===== config.mk =====
export PLATFORM = sky130hd
export DESIGN_NAME = zol_ctrl
export DESIGN_NICKNAME = d
export VERILOG_FILES = /design/src/rtl/zol_pkg.sv /design/src/rtl/zol_iter_cnt.sv /design/src/rtl/zol_bounds.sv /design/src/rtl/zol_ctrl.sv
export SDC_FILE = /design/constraint.sdc
export NUM_CORES = 1
export LEC_CHECK = 0
export BUFFER_PORTS_ARGS = -buffer_cell sky130_fd_sc_hd__buf_2
export CELL_PAD_IN_SITES_DETAIL_PLACEMENT = 0
export CELL_PAD_IN_SITES_GLOBAL_PLACEMENT = 1
export CORE_MARGIN = 4
export CORE_UTILIZATION = 44
export CTS_CLUSTER_DIAMETER = 100
export DETAILED_ROUTE_END_ITERATION = 8
export PLACE_DENSITY = 0.93
export SLEW_MARGIN = 20
export SYNTH_ARGS = -nofsm -noshare
export SYNTH_HDL_FRONTEND = slang
export SYNTH_HIERARCHICAL = 1
export SYNTH_SLANG_ARGS = --single-unit

===== constraint.sdc =====
create_clock -name clk_i -period 6.8 [get_ports clk_i]
set_clock_uncertainty 0.2 [all_clocks]
set_input_delay 1.02 -clock clk_i [delete_from_list [all_inputs] [get_ports clk_i]]
set_output_delay 1.02 -clock clk_i [all_outputs]
set_load 0.02 [all_outputs]

===== src/rtl/zol_pkg.sv =====
package zol_pkg;
  typedef enum logic {
    KIND_BLOCK  = 1'b0,
    KIND_REPEAT = 1'b1
  } loop_kind_e;
endpackage


===== src/rtl/zol_iter_cnt.sv =====
module zol_iter_cnt #(
  parameter int unsigned CNT_W = 8
) (
  input  logic             clk_i,
  input  logic             rst_ni,
  input  logic             load_i,
  input  logic [CNT_W-1:0] load_val_i,
  input  logic             dec_i,
  output logic             last_o
);
  localparam int unsigned REM_W = CNT_W + 1;
  localparam logic [REM_W-1:0] FULL = REM_W'(1) << CNT_W;
  localparam logic [REM_W-1:0] ONE  = REM_W'(1);

  logic [REM_W-1:0] rem_q;

  always_ff @(posedge clk_i or negedge rst_ni) begin
    if (!rst_ni) begin
      rem_q <= ONE;
    end else if (load_i) begin
      // zero selects the full range
      rem_q <= (load_val_i == '0) ? FULL : {1'b0, load_val_i};
    end else if (dec_i) begin
      rem_q <= rem_q - ONE;
    end
  end

  assign last_o = (rem_q == ONE);
endmodule


===== src/rtl/zol_bounds.sv =====
module zol_bounds #(
  parameter int unsigned PC_W = 16
) (
  input  logic            clk_i,
  input  logic            rst_ni,
  input  logic            load_i,
  input  logic            rpt_i,
  input  logic [PC_W-1:0] pc_i,
  input  logic [PC_W-1:0] end_addr_i,
  output logic [PC_W-1:0] start_o,
  output logic            end_hit_o
);
  localparam logic [PC_W-1:0] ONE = PC_W'(1);

  logic [PC_W-1:0] start_q, end_q, pc_inc;

  assign pc_inc = pc_i + ONE;

  always_ff @(posedge clk_i or negedge rst_ni) begin
    if (!rst_ni) begin
      start_q <= '0;
      end_q   <= '0;
    end else if (load_i) begin
      start_q <= pc_inc;
      end_q   <= rpt_i ? pc_inc : end_addr_i;
    end
  end

  assign start_o   = start_q;
  assign end_hit_o = (pc_i == end_q);
endmodule


===== src/rtl/zol_ctrl.sv =====
module zol_ctrl
  import zol_pkg::*;
#(
  parameter int unsigned PC_W  = 16,
  parameter int unsigned CNT_W = 8
) (
  input  logic             clk_i,
  input  logic             rst_ni,
  input  logic             loop_start_i,
  input  logic             rpt_i,
  input  logic [PC_W-1:0]  end_addr_i,
  input  logic [CNT_W-1:0] count_i,
  input  logic [PC_W-1:0]  pc_i,
  output logic [PC_W-1:0]  next_pc_o,
  output logic             loop_active_o,
  output logic             irq_inhibit_o
);
  localparam logic [PC_W-1:0] ONE = PC_W'(1);

  logic            active_q;
  loop_kind_e      kind_q;
  logic [PC_W-1:0] start_addr;
  logic            end_hit, last_pass, jump_back, exit_now;

  zol_bounds #(.PC_W(PC_W)) u_bounds (
    .clk_i      (clk_i),
    .rst_ni     (rst_ni),
    .load_i     (loop_start_i),
    .rpt_i      (rpt_i),
    .pc_i       (pc_i),
    .end_addr_i (end_addr_i),
    .start_o    (start_addr),
    .end_hit_o  (end_hit)
  );

  zol_iter_cnt #(.CNT_W(CNT_W)) u_cnt (
    .clk_i      (clk_i),
    .rst_ni     (rst_ni),
    .load_i     (loop_start_i),
    .load_val_i (count_i),
    .dec_i      (jump_back),
    .last_o     (last_pass)
  );

  assign jump_back = active_q & end_hit & ~last_pass & ~loop_start_i;
  assign exit_now  = active_q & end_hit & last_pass;

  always_ff @(posedge clk_i or negedge rst_ni) begin
    if (!rst_ni) begin
      active_q <= 1'b0;
      kind_q   <= KIND_BLOCK;
    end else if (loop_start_i) begin
      active_q <= 1'b1;
      kind_q   <= rpt_i ? KIND_REPEAT : KIND_BLOCK;
    end else if (exit_now) begin
      active_q <= 1'b0;
    end
  end

  assign next_pc_o     = jump_back ? start_addr : pc_i + ONE;
  assign loop_active_o = active_q & ~exit_now;
  assign irq_inhibit_o = loop_active_o & (kind_q == KIND_REPEAT);
endmodule


==> metrics.md <==
| Metric | Value |
|---|---|
| CTS Hold Bufs | 0 |
| Cell area after synthesis | roughly 0.0030 mm² |
| Non-filler cells in the finished layout | 477 |
| I/O pins | 62 |
| Seq/Total Area, Yosys | 36.3% |
| Clk pin slew, worst setup/hold paths | 80 ps |
| Area of the multi-input gates | about 0.0018 mm² |
| Worst-margin pin slew | 817 ps |
| Post-CTS Setup Bufs | 0 |
| Final instance area | 0.00341 mm² |
| Top cell type's share of synthesized area | 35.4% |
| Count leader, synth | dfrtp_1 |
| Final setup fails | 0 |
| CP max stage cell | mux2_2 |
| Pleak | ~1.4 nW |
| Post-route total power | 0.620 mW |
| Vias | approximately 2,700 |
| Worst setup EP type | output port |
| Post-synth cell types | 52 |
| CORE AREA | ~0.0065 mm² |
| Antenna Nets Post-Route | 0 |
| TritonCTS Sinks | 43 |
| WP data required | approximately 5600 ps |
| Mapped Nets | 395 |
| Met3 wire length | 461 µm |
| Post-synth EDFFs | 0 |
| Worst hold path depth | 1 |
| Power Dens Cells | 182 mW/mm² |
| Final Core Density | 52.9% |
| Cts bufs inserted | 5 |
| Root cell of the clock tree | clkbuf_8 |
| Cell mode on critical path | buf_2 |
| Pre-CTS worst setup slack | 2580 ps |
| Die W | 90.1 µm |
| Largest net degree at the start of global routing | 73 |
| Max Used Layer | met4 |
| RSZ-0062 raised after global routing | false |
| R2R depth | 9 |
| CP max stage delay | 380 ps |
| Post-cts resize count | 0 |
| Vias in the first global route | roughly 2,600 |
| Max_cap viols | 0 |
| Critical-path cell list | buf_2, xnor2_1, nand4_1, nor4_1, nand2_1, nor3_2, buf_4, mux2_2, buf_2 |
| Syn-to-layout area delta | 15.1% |
| First-pass detailed-route iteration total | 5 |
| Initial core utilization | 45.9% |
| Arrival time at the worst endpoint | 2990 ps |
| Critical-path maximum fanout | 37 |
| Most used DFF post-synth | dfrtp_1 |
| H-tree Lvls | 2 |
| Ys Warns | 6 |
| Startpoint types | input pin |
| CP Class | in2out |
| Met2 WL post-DR | 3380 µm |
| Commonest cells post-synth | 42 x dfrtp_1, 36 x nand2_1, 32 x xnor2_1 |
| Std cell rows | 29 |
| Highest clock rate | between 200 and 250 MHz |
| Final nets | around 450 |
| Port bufs | 61 |
| Final worst slack | approximately 2600 ps |
| Clk_lat worst skew | 300 ps |
| Avg WL per Cell | 16.5 µm |
| Sum Neg Setup Slack | 0 ps |
| Drt drc | 0 |
| First-pass GRT wire length | 13,200 µm |
| Via density | 5.69 |
| Final hold viol count | 0 |
| Post-Route WL | 7880 µm |
| RePlAce Congestion | 0.862 |
| Met1 wire length | 3880 µm |
| Reg area | ~0.0011 mm² |
| Slew HR | 45.0% |
| Cell accounting for the most synthesized area | dfrtp_1 |
| Top post-synthesis cells by area | dfrtp_1 35%, xnor2_1 9.5%, nand2_1 4.6%, nor2_1 3.8%, o21ai_0 3.2% |
| CTS tree | yes |
| Maximum vdd drop | 0.0000906 V |
| Post-DP HPWL | 5720 µm |
| Placed Instances | between 400 and 500 |
| Clk buf depth | 2 |
| Grt ovf | 0 |
| Final Max Slew Viols | 0 |
| Syn avg cell area | 8.55 µm² |
| Initial antenna violation count | 0 |
| Area of placed instances | 0.00331 mm² |
| Worst min path class | reg2reg |
| Filler cells | 636 |
| Die area | approximately 0.0081 mm² |
| Fraction of registers with async set/reset | 100% |
| Detailed Route Iter0 Violations | 197 |
| Layout cell share with drive strength beyond 1 | between 20% and 30% |
| Die height | between 90 and 100 µm |
| Period utilisation layout | 61.9% |
| # diodes | 0 |
| #FFs+latches synth | 43 |
| Final hold slack | 303 ps |
| Outcome | finished clean |
| Gate Count Post-Synth | about 350 |
| Final worst path period need | 4210 ps |
| GRT Total Usage | between 10% and 20% |
## final cells by class
class / count / area share [%]
Timing Repair Buffer: 63 / 9.45
Sequential cell: 43 / 31.5
Tap cell: 77 / 2.82
Multi-Input combinational cell: 272 / 51.7
Clock buffer: 8 / 2.93
Inverter: 14 / 1.54
## sequential cells by signal, summed over array words and instances, names as in the netlist
signal            count
u_cnt/rem_q           9
active_q              1
u_bounds/end_q       16
kind_q                1
u_bounds/start_o     16
## worst max-delay path: cells and delay by family
kind | cells | cell delay (ps)
buffers and inverters | 3 | 750
and+or+nand+nor | 4 | 670
muxes | 1 | 380
xor gates and xnor gates | 1 | 150
## kinds of logic (layout without fill, tap and decap cells)
family,count (synthesis),after routing,share of synthesized area [%]
and+or+nand+nor,147,147,27.8
AOI/OAI and AO/OA,73,73,15.3
DFF,43,43,36.3
xor gates and xnor gates,42,42,12.4
buffers and inverters,32,85,4.30
muxes,6,6,2.15
adders and majority gates,4,4,1.69
## metal layers
layer / vias up / global-route usage [%]
met5: - / 0
met4: 0 / 6.76
met3: 14 / 3.67
met2: 106 / 29.2
met1: 1250 / 29.4
li1: 1346 / -
## power breakdown
group          switching [mW]  internal (mW)  total (mW)
Combinational          0.0817         0.0562       0.138
Clock                  0.0897         0.0928       0.182
Sequential             0.0187          0.281       0.300
Total                   0.190          0.430       0.620
## cell usage in the layout (no fill, tap or decap), drive strengths merged, types with 2 or more instances in the layout
cell / Yosys / routed
buf: 7 / 63
dfrtp: 42 / 42
nand2: 36 / 36
xnor2: 32 / 32
nor2: 30 / 30
o21ai: 27 / 27
nand3: 19 / 19
nand4: 15 / 15
inv: 14 / 14
a21oi: 14 / 14
nor3: 11 / 11
xor2: 10 / 10
a31oi: 10 / 10
or3: 9 / 9
clkbuf: 11 / 8
nor4: 8 / 8
and4: 6 / 6
a21o: 5 / 5
ha: 4 / 4
o221ai: 4 / 4
a211oi: 4 / 4
mux2: 3 / 3
nor2b: 3 / 3
mux2i: 3 / 3
or4: 3 / 3
o211ai: 2 / 2
## worst paths after layout
check	start	end	slack (ps)
min in group asynchronous	rst_ni	u_cnt/rem_q[5]	500
hold reg to reg	kind_q	kind_q	300
setup / recovery	pc_i[5]	next_pc_o[1]	2590
hold / removal	kind_q	kind_q	300
setup reg to reg	u_bounds/end_q[13]	u_cnt/rem_q[7]	4020
max in group asynchronous	rst_ni	u_bounds/end_q[1]	5500
Power figures use the tool's default switching activity.
